## src/rtl/bch8_enc_pkg.sv

```systemverilog
// Shared constants and elaboration-time math for the BCH8 sector encoder.
// Assumes: binary BCH over GF(2^13), designed distance 17 (t = 8).
package bch8_enc_pkg;

    localparam int GF_M      = 13;
    localparam int GF_N      = (1 << GF_M) - 1;
    localparam int CORR_T    = 8;
    localparam int BYTE_W    = 8;
    localparam int PAR_BITS  = GF_M * CORR_T;
    localparam int PAR_BYTES = PAR_BITS / BYTE_W;

    // Field polynomial x^13 + x^4 + x^3 + x + 1
    localparam logic [GF_M:0] GF_POLY = 14'h201b;

    // Constant applied to the parity so an erased sector reads as all ones
    localparam logic [PAR_BITS-1:0] ECC_MASK = 104'hef512e09ed939ac29779e524b5;

    // Multiply two field elements, shift-and-reduce from the top bit down
    function automatic logic [GF_M-1:0] gf_mul(input logic [GF_M-1:0] a,
                                               input logic [GF_M-1:0] b);
        logic [GF_M:0] p;
        p = '0;
        for (int i = GF_M - 1; i >= 0; i--) begin
            p = {p[GF_M-1:0], 1'b0};
            if (p[GF_M]) p = p ^ GF_POLY;
            if (b[i]) p = p ^ {1'b0, a};
        end
        return p[GF_M-1:0];
    endfunction

    // alpha raised to e, square-and-multiply over the exponent bits
    function automatic logic [GF_M-1:0] gf_pow(input logic [GF_M-1:0] e);
        logic [GF_M-1:0] r;
        logic [GF_M-1:0] base;
        r    = GF_M'(1);
        base = GF_M'(2);
        for (int i = 0; i < GF_M; i++) begin
            if (e[i]) r = gf_mul(r, base);
            base = gf_mul(base, base);
        end
        return r;
    endfunction

    // Generator polynomial: product of (x + alpha^e) over the conjugacy
    // classes of the odd exponents 1..2t-1; coefficients end up binary.
    function automatic logic [PAR_BITS:0] gen_poly();
        logic [(PAR_BITS+1)*GF_M-1:0] c;
        logic [GF_M-1:0]              root;
        logic [PAR_BITS:0]            g;
        int                           deg;
        int                           e;
        c           = '0;
        c[GF_M-1:0] = GF_M'(1);
        deg         = 0;
        for (int j = 1; j < 2 * CORR_T; j += 2) begin
            for (int k = 0; k < GF_M; k++) begin
                e    = (j << k) % GF_N;
                root = gf_pow(GF_M'(e));
                for (int i = deg + 1; i >= 1; i--)
                    c[i*GF_M +: GF_M] = c[(i-1)*GF_M +: GF_M] ^
                                        gf_mul(root, c[i*GF_M +: GF_M]);
                c[GF_M-1:0] = gf_mul(root, c[GF_M-1:0]);
                deg++;
            end
        end
        for (int i = 0; i <= PAR_BITS; i++) g[i] = c[i*GF_M];
        return g;
    endfunction

    localparam logic [PAR_BITS:0] GEN_POLY = gen_poly();

endpackage

```

## src/rtl/bch8_byte_step.sv

```systemverilog
// Advances the parity remainder by one data byte: eight unrolled shifts of
// a premultiplied division LFSR, most significant data bit first.
// Assumes: TAPS holds the generator polynomial without its leading term.
module bch8_byte_step #(
    parameter int             W      = 104,
    parameter int             BITS   = 8,
    parameter logic [W-1:0]   TAPS   = '0
) (
    input  logic [W-1:0]    rem_in,
    input  logic [BITS-1:0] byte_in,
    output logic [W-1:0]    rem_out
);

    // Unrolled bit-serial division, one feedback per data bit
    always_comb begin
        logic [W-1:0] r;
        r = rem_in;
        for (int i = 0; i < BITS; i++) begin
            r = {r[W-2:0], 1'b0} ^ ((r[W-1] ^ byte_in[BITS-1-i]) ? TAPS : '0);
        end
        rem_out = r;
    end

endmodule

```

## src/rtl/bch8_ecc_format.sv

```systemverilog
// Lays the remainder out as the parity field and applies the erased-page mask.
// Field byte 0 is the short top word (coefficients x^103..x^96); the three
// full 32-bit words follow, each high byte first.
// Assumes: W is a whole number of bytes.
module bch8_ecc_format #(
    parameter int           W    = 104,
    parameter int           BITS = 8,
    parameter logic [W-1:0] MASK = '0
) (
    input  logic [W-1:0] rem_in,
    output logic [W-1:0] ecc_out
);

    localparam int NBYTES = W / BITS;

    // One masked byte lane per field position
    for (genvar k = 0; k < NBYTES; k++) begin : g_lane
        assign ecc_out[W-1-BITS*k -: BITS] =
            rem_in[W-1-BITS*k -: BITS] ^ MASK[W-1-BITS*k -: BITS];
    end

endmodule

```

## src/rtl/bch8_sector_enc.sv

```systemverilog
// BCH8 sector parity encoder. Absorbs one byte per cycle, clears on a start
// byte, and publishes the masked parity with a done pulse one cycle after the
// last byte. The published field holds until the next sector completes.
// Assumes: the source frames sectors with start/last; no length is enforced.
module bch8_sector_enc
    import bch8_enc_pkg::*;
(
    input  logic                clk,
    input  logic                rst_n,
    input  logic                in_valid,
    input  logic                in_start,
    input  logic                in_last,
    input  logic [BYTE_W-1:0]   in_byte,
    output logic [PAR_BITS-1:0] ecc_out,
    output logic                ecc_done
);

    localparam logic [PAR_BITS-1:0] TAPS = GEN_POLY[PAR_BITS-1:0];

    logic [PAR_BITS-1:0] rem_q;
    logic [PAR_BITS-1:0] rem_base;
    logic [PAR_BITS-1:0] rem_next;
    logic [PAR_BITS-1:0] field_d;
    logic [PAR_BITS-1:0] field_q;
    logic                done_q;
    logic                take_last;

    // A start byte divides from a zero remainder
    assign rem_base  = (in_valid && in_start) ? '0 : rem_q;
    assign take_last = in_valid && in_last;

    bch8_byte_step #(
        .W    (PAR_BITS),
        .BITS (BYTE_W),
        .TAPS (TAPS)
    ) step_i (
        .rem_in  (rem_base),
        .byte_in (in_byte),
        .rem_out (rem_next)
    );

    bch8_ecc_format #(
        .W    (PAR_BITS),
        .BITS (BYTE_W),
        .MASK (ECC_MASK)
    ) fmt_i (
        .rem_in  (rem_next),
        .ecc_out (field_d)
    );

    // Remainder register: advances on every accepted byte
    always_ff @(posedge clk) begin
        if (!rst_n)        rem_q <= '0;
        else if (in_valid) rem_q <= rem_next;
    end

    // Published field and done pulse: captured on the last byte only
    always_ff @(posedge clk) begin
        if (!rst_n) begin
            field_q <= '0;
            done_q  <= 1'b0;
        end else begin
            done_q <= take_last;
            if (take_last) field_q <= field_d;
        end
    end

    assign ecc_out  = field_q;
    assign ecc_done = done_q;

endmodule

```

## config.mk

```make
export PLATFORM = sky130hd
export DESIGN_NAME = bch8_sector_enc
export DESIGN_NICKNAME = d
export VERILOG_FILES = /design/src/rtl/bch8_enc_pkg.sv /design/src/rtl/bch8_byte_step.sv /design/src/rtl/bch8_ecc_format.sv /design/src/rtl/bch8_sector_enc.sv
export SDC_FILE = /design/constraint.sdc
export NUM_CORES = 1
export LEC_CHECK = 0
export BUFFER_PORTS_ARGS = -buffer_cell sky130_fd_sc_hd__buf_2
export CORE_MARGIN = 4
export CORE_UTILIZATION = 55
export CTS_BUF_LIST = sky130_fd_sc_hd__clkbuf_4
export DETAILED_ROUTE_END_ITERATION = 10
export MAX_ROUTING_LAYER = met4
export PLACE_DENSITY = 0.81
export SYNTH_ARGS = -nofsm -noshare
export SYNTH_HDL_FRONTEND = slang
export SYNTH_SLANG_ARGS = --single-unit
```

## constraint.sdc

```tcl
create_clock -name clk -period 4 [get_ports clk]
set_input_delay 0.8 -clock clk [delete_from_list [all_inputs] [get_ports clk]]
set_output_delay 0.8 -clock clk [all_outputs]
set_load 0.02 [all_outputs]
```

### Word level (Yosys, flattened, before mapping)

Cells that the tools add are included.

* memories kept: 0
* memory bits (writable): 0
* latch bits: 0
* output and inout port bits: 105
* memory bits (read-only): 0
* logic and storage cells: 43
* input port bits: 13
* register bits after elaboration: 209

* muxes and demuxes: 9
* add/sub/neg operators: 0
* equal/unequal tests: 0
* divide/modulo/power cells: 0
* $mul: 0
* bitwise logic cells: 29
* shifts and indexed selects: 0
* reduce and logical (&&, ||, !) cells: 2
* $lt $le $gt $ge: 0

Operator list (number)
* bitwise XOR 104 bit: 8
* 2-to-1 mux 101 bit: 8
* 2-to-1 mux 104 bit: 1
* inverter 5 bit: 4
* inverter 4 bit: 3
* bitwise XOR 1 bit: 8
* inverter 7 bit: 1
* inverter 3 bit: 2
* inverter 6 bit: 1
* inverter 2 bit: 2
* logical AND 1 bit: 2

### Longest topological paths before layout

* word-level depth: 27
* depth in mapped cells: 10
* mapped depth without buffers: 7

### By module

Synthesis repeated with hierarchy kept, for this count alone.

* cells, all modules: 1246
* area total of the unflattened synthesis: 11561.1 um^2

Modules (own cells, without submodules)
* bch8_sector_enc: instances 1, area each 8795.9 um^2, cells each 929
* bch8_byte_step: instances 1, area each 2190.9 um^2, cells each 213
* bch8_ecc_format: instances 1, area each 574.3 um^2, cells each 104

### Worst setup path after synthesis

No wires, ideal clock.

* path type: input to register
* start point: input in_valid
* end point: register rem_q[98]
* cell stages on the path: 7
* setup time: 0.079 ns
* path slack: 1.012 ns
* path buffers: 1
* arrival time: 2.909 ns
* cells stage by stage: buf_2 -> a21boi_4 -> xor2_2 -> xnor3_2 -> xnor3_2 -> xnor3_1 -> a211oi_2

* cells in the longest elaborated chain, start to end: 14
* elaborated cells between the ends (all ways): 24
* those cells by class: mux (8); bitwise (15); reduce/logical (1)

RTL lines
* start: declaration: line bch8_sector_enc.sv:10 `input logic in_valid,`
* logical AND 1 bit: line bch8_sector_enc.sv:29 `assign rem_base = (in_valid && in_start) ? '0 : rem_q;`
* 2-to-1 mux 104 bit: line bch8_sector_enc.sv:29
* bitwise XOR 1 bit / bitwise XOR 104 bit (equally long branches): line bch8_byte_step.sv:19 `r = {r[W-2:0], 1'b0} ^ ((r[W-1] ^ byte_in[BITS-1-i]) ? TAPS : '0);`
* 2-to-1 mux 101 bit, or another cell as far along: line bch8_byte_step.sv:19
* bitwise XOR 104 bit / 2-to-1 mux 101 bit (equally long branches): line bch8_byte_step.sv:19
* bitwise XOR 104 bit / bitwise XOR 1 bit (equally long branches): line bch8_byte_step.sv:19
* bitwise XOR 104 bit / 2-to-1 mux 101 bit (equally long branches): line bch8_byte_step.sv:19
* bitwise XOR 104 bit: line bch8_byte_step.sv:19
* bitwise XOR 1 bit / bitwise XOR 104 bit (equally long branches): line bch8_byte_step.sv:19
* 2-to-1 mux 101 bit, or another cell as far along: line bch8_byte_step.sv:19
* bitwise XOR 104 bit / 2-to-1 mux 101 bit (equally long branches): line bch8_byte_step.sv:19
* bitwise XOR 104 bit / bitwise XOR 1 bit (equally long branches): line bch8_byte_step.sv:19
* bitwise XOR 104 bit / 2-to-1 mux 101 bit (equally long branches): line bch8_byte_step.sv:19
* bitwise XOR 104 bit: line bch8_byte_step.sv:19
* end signal: assignment: line bch8_sector_enc.sv:54 `else if (in_valid) rem_q <= rem_next;`
* end: declaration: line bch8_sector_enc.sv:20 `logic [PAR_BITS-1:0] rem_q;`

Parallel ways exist; a longest one is shown, timed or not.
A chain may end at the register's enable or synchronous reset.

### Worst setup path in the final report

* start point: input in_start
* end point: register rem_q[14]

* cells in the longest elaborated chain, start to end: 14
* elaborated cells between the ends (all ways): 26
* those cells by class: mux (9); bitwise (16); reduce/logical (1)

RTL lines
* start: declaration: line bch8_sector_enc.sv:11 `input logic in_start,`
* logical AND 1 bit *: line bch8_sector_enc.sv:29
* 2-to-1 mux 104 bit *: line bch8_sector_enc.sv:29
* bitwise XOR 1 bit / bitwise XOR 104 bit (equally long branches): line bch8_byte_step.sv:19
* 2-to-1 mux 101 bit, or another cell as far along: line bch8_byte_step.sv:19
* bitwise XOR 104 bit * (4 in series): line bch8_byte_step.sv:19
* bitwise XOR 1 bit / bitwise XOR 104 bit (equally long branches): line bch8_byte_step.sv:19
* 2-to-1 mux 101 bit, or another cell as far along: line bch8_byte_step.sv:19
* bitwise XOR 104 bit * (4 in series): line bch8_byte_step.sv:19

Every way passes the cells marked *; elsewhere a longest branch is shown, timed or not.

==> run metrics <==
core area 0.0188 mm²; synthesized area 0.0106 mm²; Area after DPL 0.0115 mm²; Avg Inst Size Synth 8.91 µm²; Comb pwr share 0.620; vias 8911; Pre-antenna DRT Iters 5; # DRC 0; Avg WL per Cell 18.5 µm; Final #Nets 1325; crit path launch type input pin; CTS resizes 0; Syn Inst Count 1191; fin cells between 1500 and 2000; Final Hold Vio Count 0; Hold WS about 0.45 ns; pwr/cell area 1060 mW/mm²; ys flop type dfxtp_1; postcts setup bufs 0; multiplexer share of the synthesized area 0.0415; Clk pwr share 0.136; 1st-iter DRT viols 939; Worst Reg-to-Reg Cells 7; final wirelength 29700 µm; Clk pin slew, worst setup/hold paths around 0.070 ns; largest net degree at the start of global routing 125; most common library cells after synthesis dfxtp_1, nand2_1, nor2_1, xnor2_1, a211oi_1; switching pwr 5.73 mW; total power 12.9 mW; ratio of cells with drive above 1 in the final layout 0.197; CP arrival 3.47 ns; GRT Total Usage 0.278; Fin Setup TNS 0 ns; Sw Share 0.445; Hold Path Depth 2; vias in the first global route 8583; HP Start ecc_out[56]$_SDFFE_PN0P_; Max H-tree Level 2; Lkg Pwr 5.18 nW; number of synthesized flops with an enable pin 0; initial antenna violation count 1; grt total ovfl 0; port bufs around 120; dpl cells 1517; xor and xnor area share after synthesis 0.256; clk sinks 209; post-synthesis sequential area ratio 0.394; HPWL after DPL 20800 µm; Synth cell types 48; main combinational cell family by area after synthesis XOR/XNOR gates; fin util 0.644; antenna-violating nets left 0; most frequent cell after synthesis dfxtp_1; worst flop-to-flop path endpoint rem_q[16]$_SDFFE_PN0P_; fin crit share 0.741; first-pass GRT wire length 46700 µm; Req. time, crit path 4.50 ns; Hold Path Class flop to flop; compound-gate portion of the synthesized area 0.114; reg2reg start rem_q[103]$_SDFFE_PN0P_; hold_buf cts 0; Power Internal between 7 and 8 mW; sequential share of power 0.245; Post-synth ARST share 0; RSZ-0062 raised after global routing false; die area 0.0216 mm²; area leader, netlist dfxtp_1; Worst-Margin Slew 0.942 ns; Slew headroom 0.372; kind of critical path input pin to flop; Worst VDD drop slightly above 0.0005 V; root buffer cell clkbuf_4; Placement Setup Slack 0.429 ns; Critical Path End Type flop; pins over their slew limit 0; Synth Area in Adders 0; Synth top area share 0.394; final instance area 0.0121 mm²; min Tclk post-route roughly 3.0 ns; syn_nets 1204; Yosys reg bits 209; Die H 147 µm; GPL Wtd Cong 0.976; worst-path fanout max 54; skew final roughly 0.035 ns; CTS tree yes; final setup violation count 0; maximum capacitance violations 0; status finished clean; Die W 147 µm; Achievable Freq 337 MHz; routed vias/inst 5.56; R2R Setup Slk 1.19 ns; WHS Endpoint ecc_out[56]$_SDFFE_PN0P_; CTS Buffer Depth 3; Ys Warns 0; Num CTS Buffers 53; area grow syn2layout 14.2%; top post-synthesis cells by area dfxtp_1, xnor2_1, nand2_1, a211oi_1, nor2_1; Synth Area in Simple Gates 0.157; Top Ports approximately 120; setup ws final 1.04 ns; initial core utilization 0.564; Worst-Skew Late Latency 0.68 ns; Rows 50
==> power by group through the flow <==
stage	clock network, mW	logic [mW]	registers, mW
detailed placement	0	7.83	3.17
floorplan	0	5.38	3.40
CTS	1.78	7.89	3.14
global placement	0	7.72	3.16
finish	1.75	7.98	3.15
global route	1.89	8.44	3.21
==> worst max-delay path by stage <==
stage	from	end	slack [ns]
6_report	in_start	rem_q[14]$_SDFFE_PN0P_	1.04
5_1_grt	in_valid	ecc_out[15]$_SDFFE_PN0P_	0.94
4_1_cts	in_start	rem_q[14]$_SDFFE_PN0P_	1.13
3_5_place_dp	in_start	rem_q[14]$_SDFFE_PN0P_	0.43
3_3_place_gp	in_start	rem_q[14]$_SDFFE_PN0P_	0.50
2_1_floorplan	in_valid	rem_q[98]$_SDFFE_PN0P_	1.01
==> sequential cells by signal, summed over array words and instances, names as in the netlist <==
name      cells
ecc_out     104
rem_q       104
ecc_done      1
==> kinds of logic after synthesis <==
logic type      Yosys count
compound gates          186
xor+xnor                246
buf+inv                  94
flops                   209
mux                      44
simple gates            412
==> cell type report <==
type / instances / area, µm²
repair buffers: 158 / 925
inverters: 2 / 12.5
clock buffers: 72 / 541
diodes: 1 / 2.50
fillers: 1611 / 6710
multi-input cells: 888 / 6050
flip-flops and latches: 209 / 4180
clock inverters: 13 / 81.3
well taps: 260 / 325
==> placed cells by master (no fill, tap or decap), types with 2 or more instances in the layout <==
cell type  count
dfxtp_1      209
nand2_1      185
nor2_1       172
xnor2_1      152
buf_2        116
a211oi_1      93
clkbuf_4      72
a21oi_1       66
xor2_1        48
mux2i_1       44
buf_4         39
xnor3_1       23
o21ai_0       14
xnor2_2       10
nor2b_1       10
nand2b_1      10
clkinv_1      10
nand3_1        9
and2_1         5
xor2_2         4
xor3_1         4
nand2_2        3
xnor3_2        3
nor3_1         3
or2_2          3
nor2_2         2
o21ai_1        2
or3_1          2
a21boi_1       2
and3_1         2
o211a_1        2
or4_1          2
buf_12         2
==> per-layer routing <==
layer	up-vias	wire length [µm]	track usage
met5	-	0	-
met4	0	1170	0.118
met3	89	2690	0.0457
met2	427	13400	0.425
met1	4197	12400	0.369
li1	4198	-	-
==> critical path, stage by stage <==
cell,delay (ns)
buf_2,0.23
nand2_2,0.24
buf_4,0.54
nand2_1,0.23
xnor2_2,0.53
xnor2_1,0.19
xnor2_1,0.17
xnor2_1,0.36
a211oi_1,0.13
(Power assumes the default switching activity.)
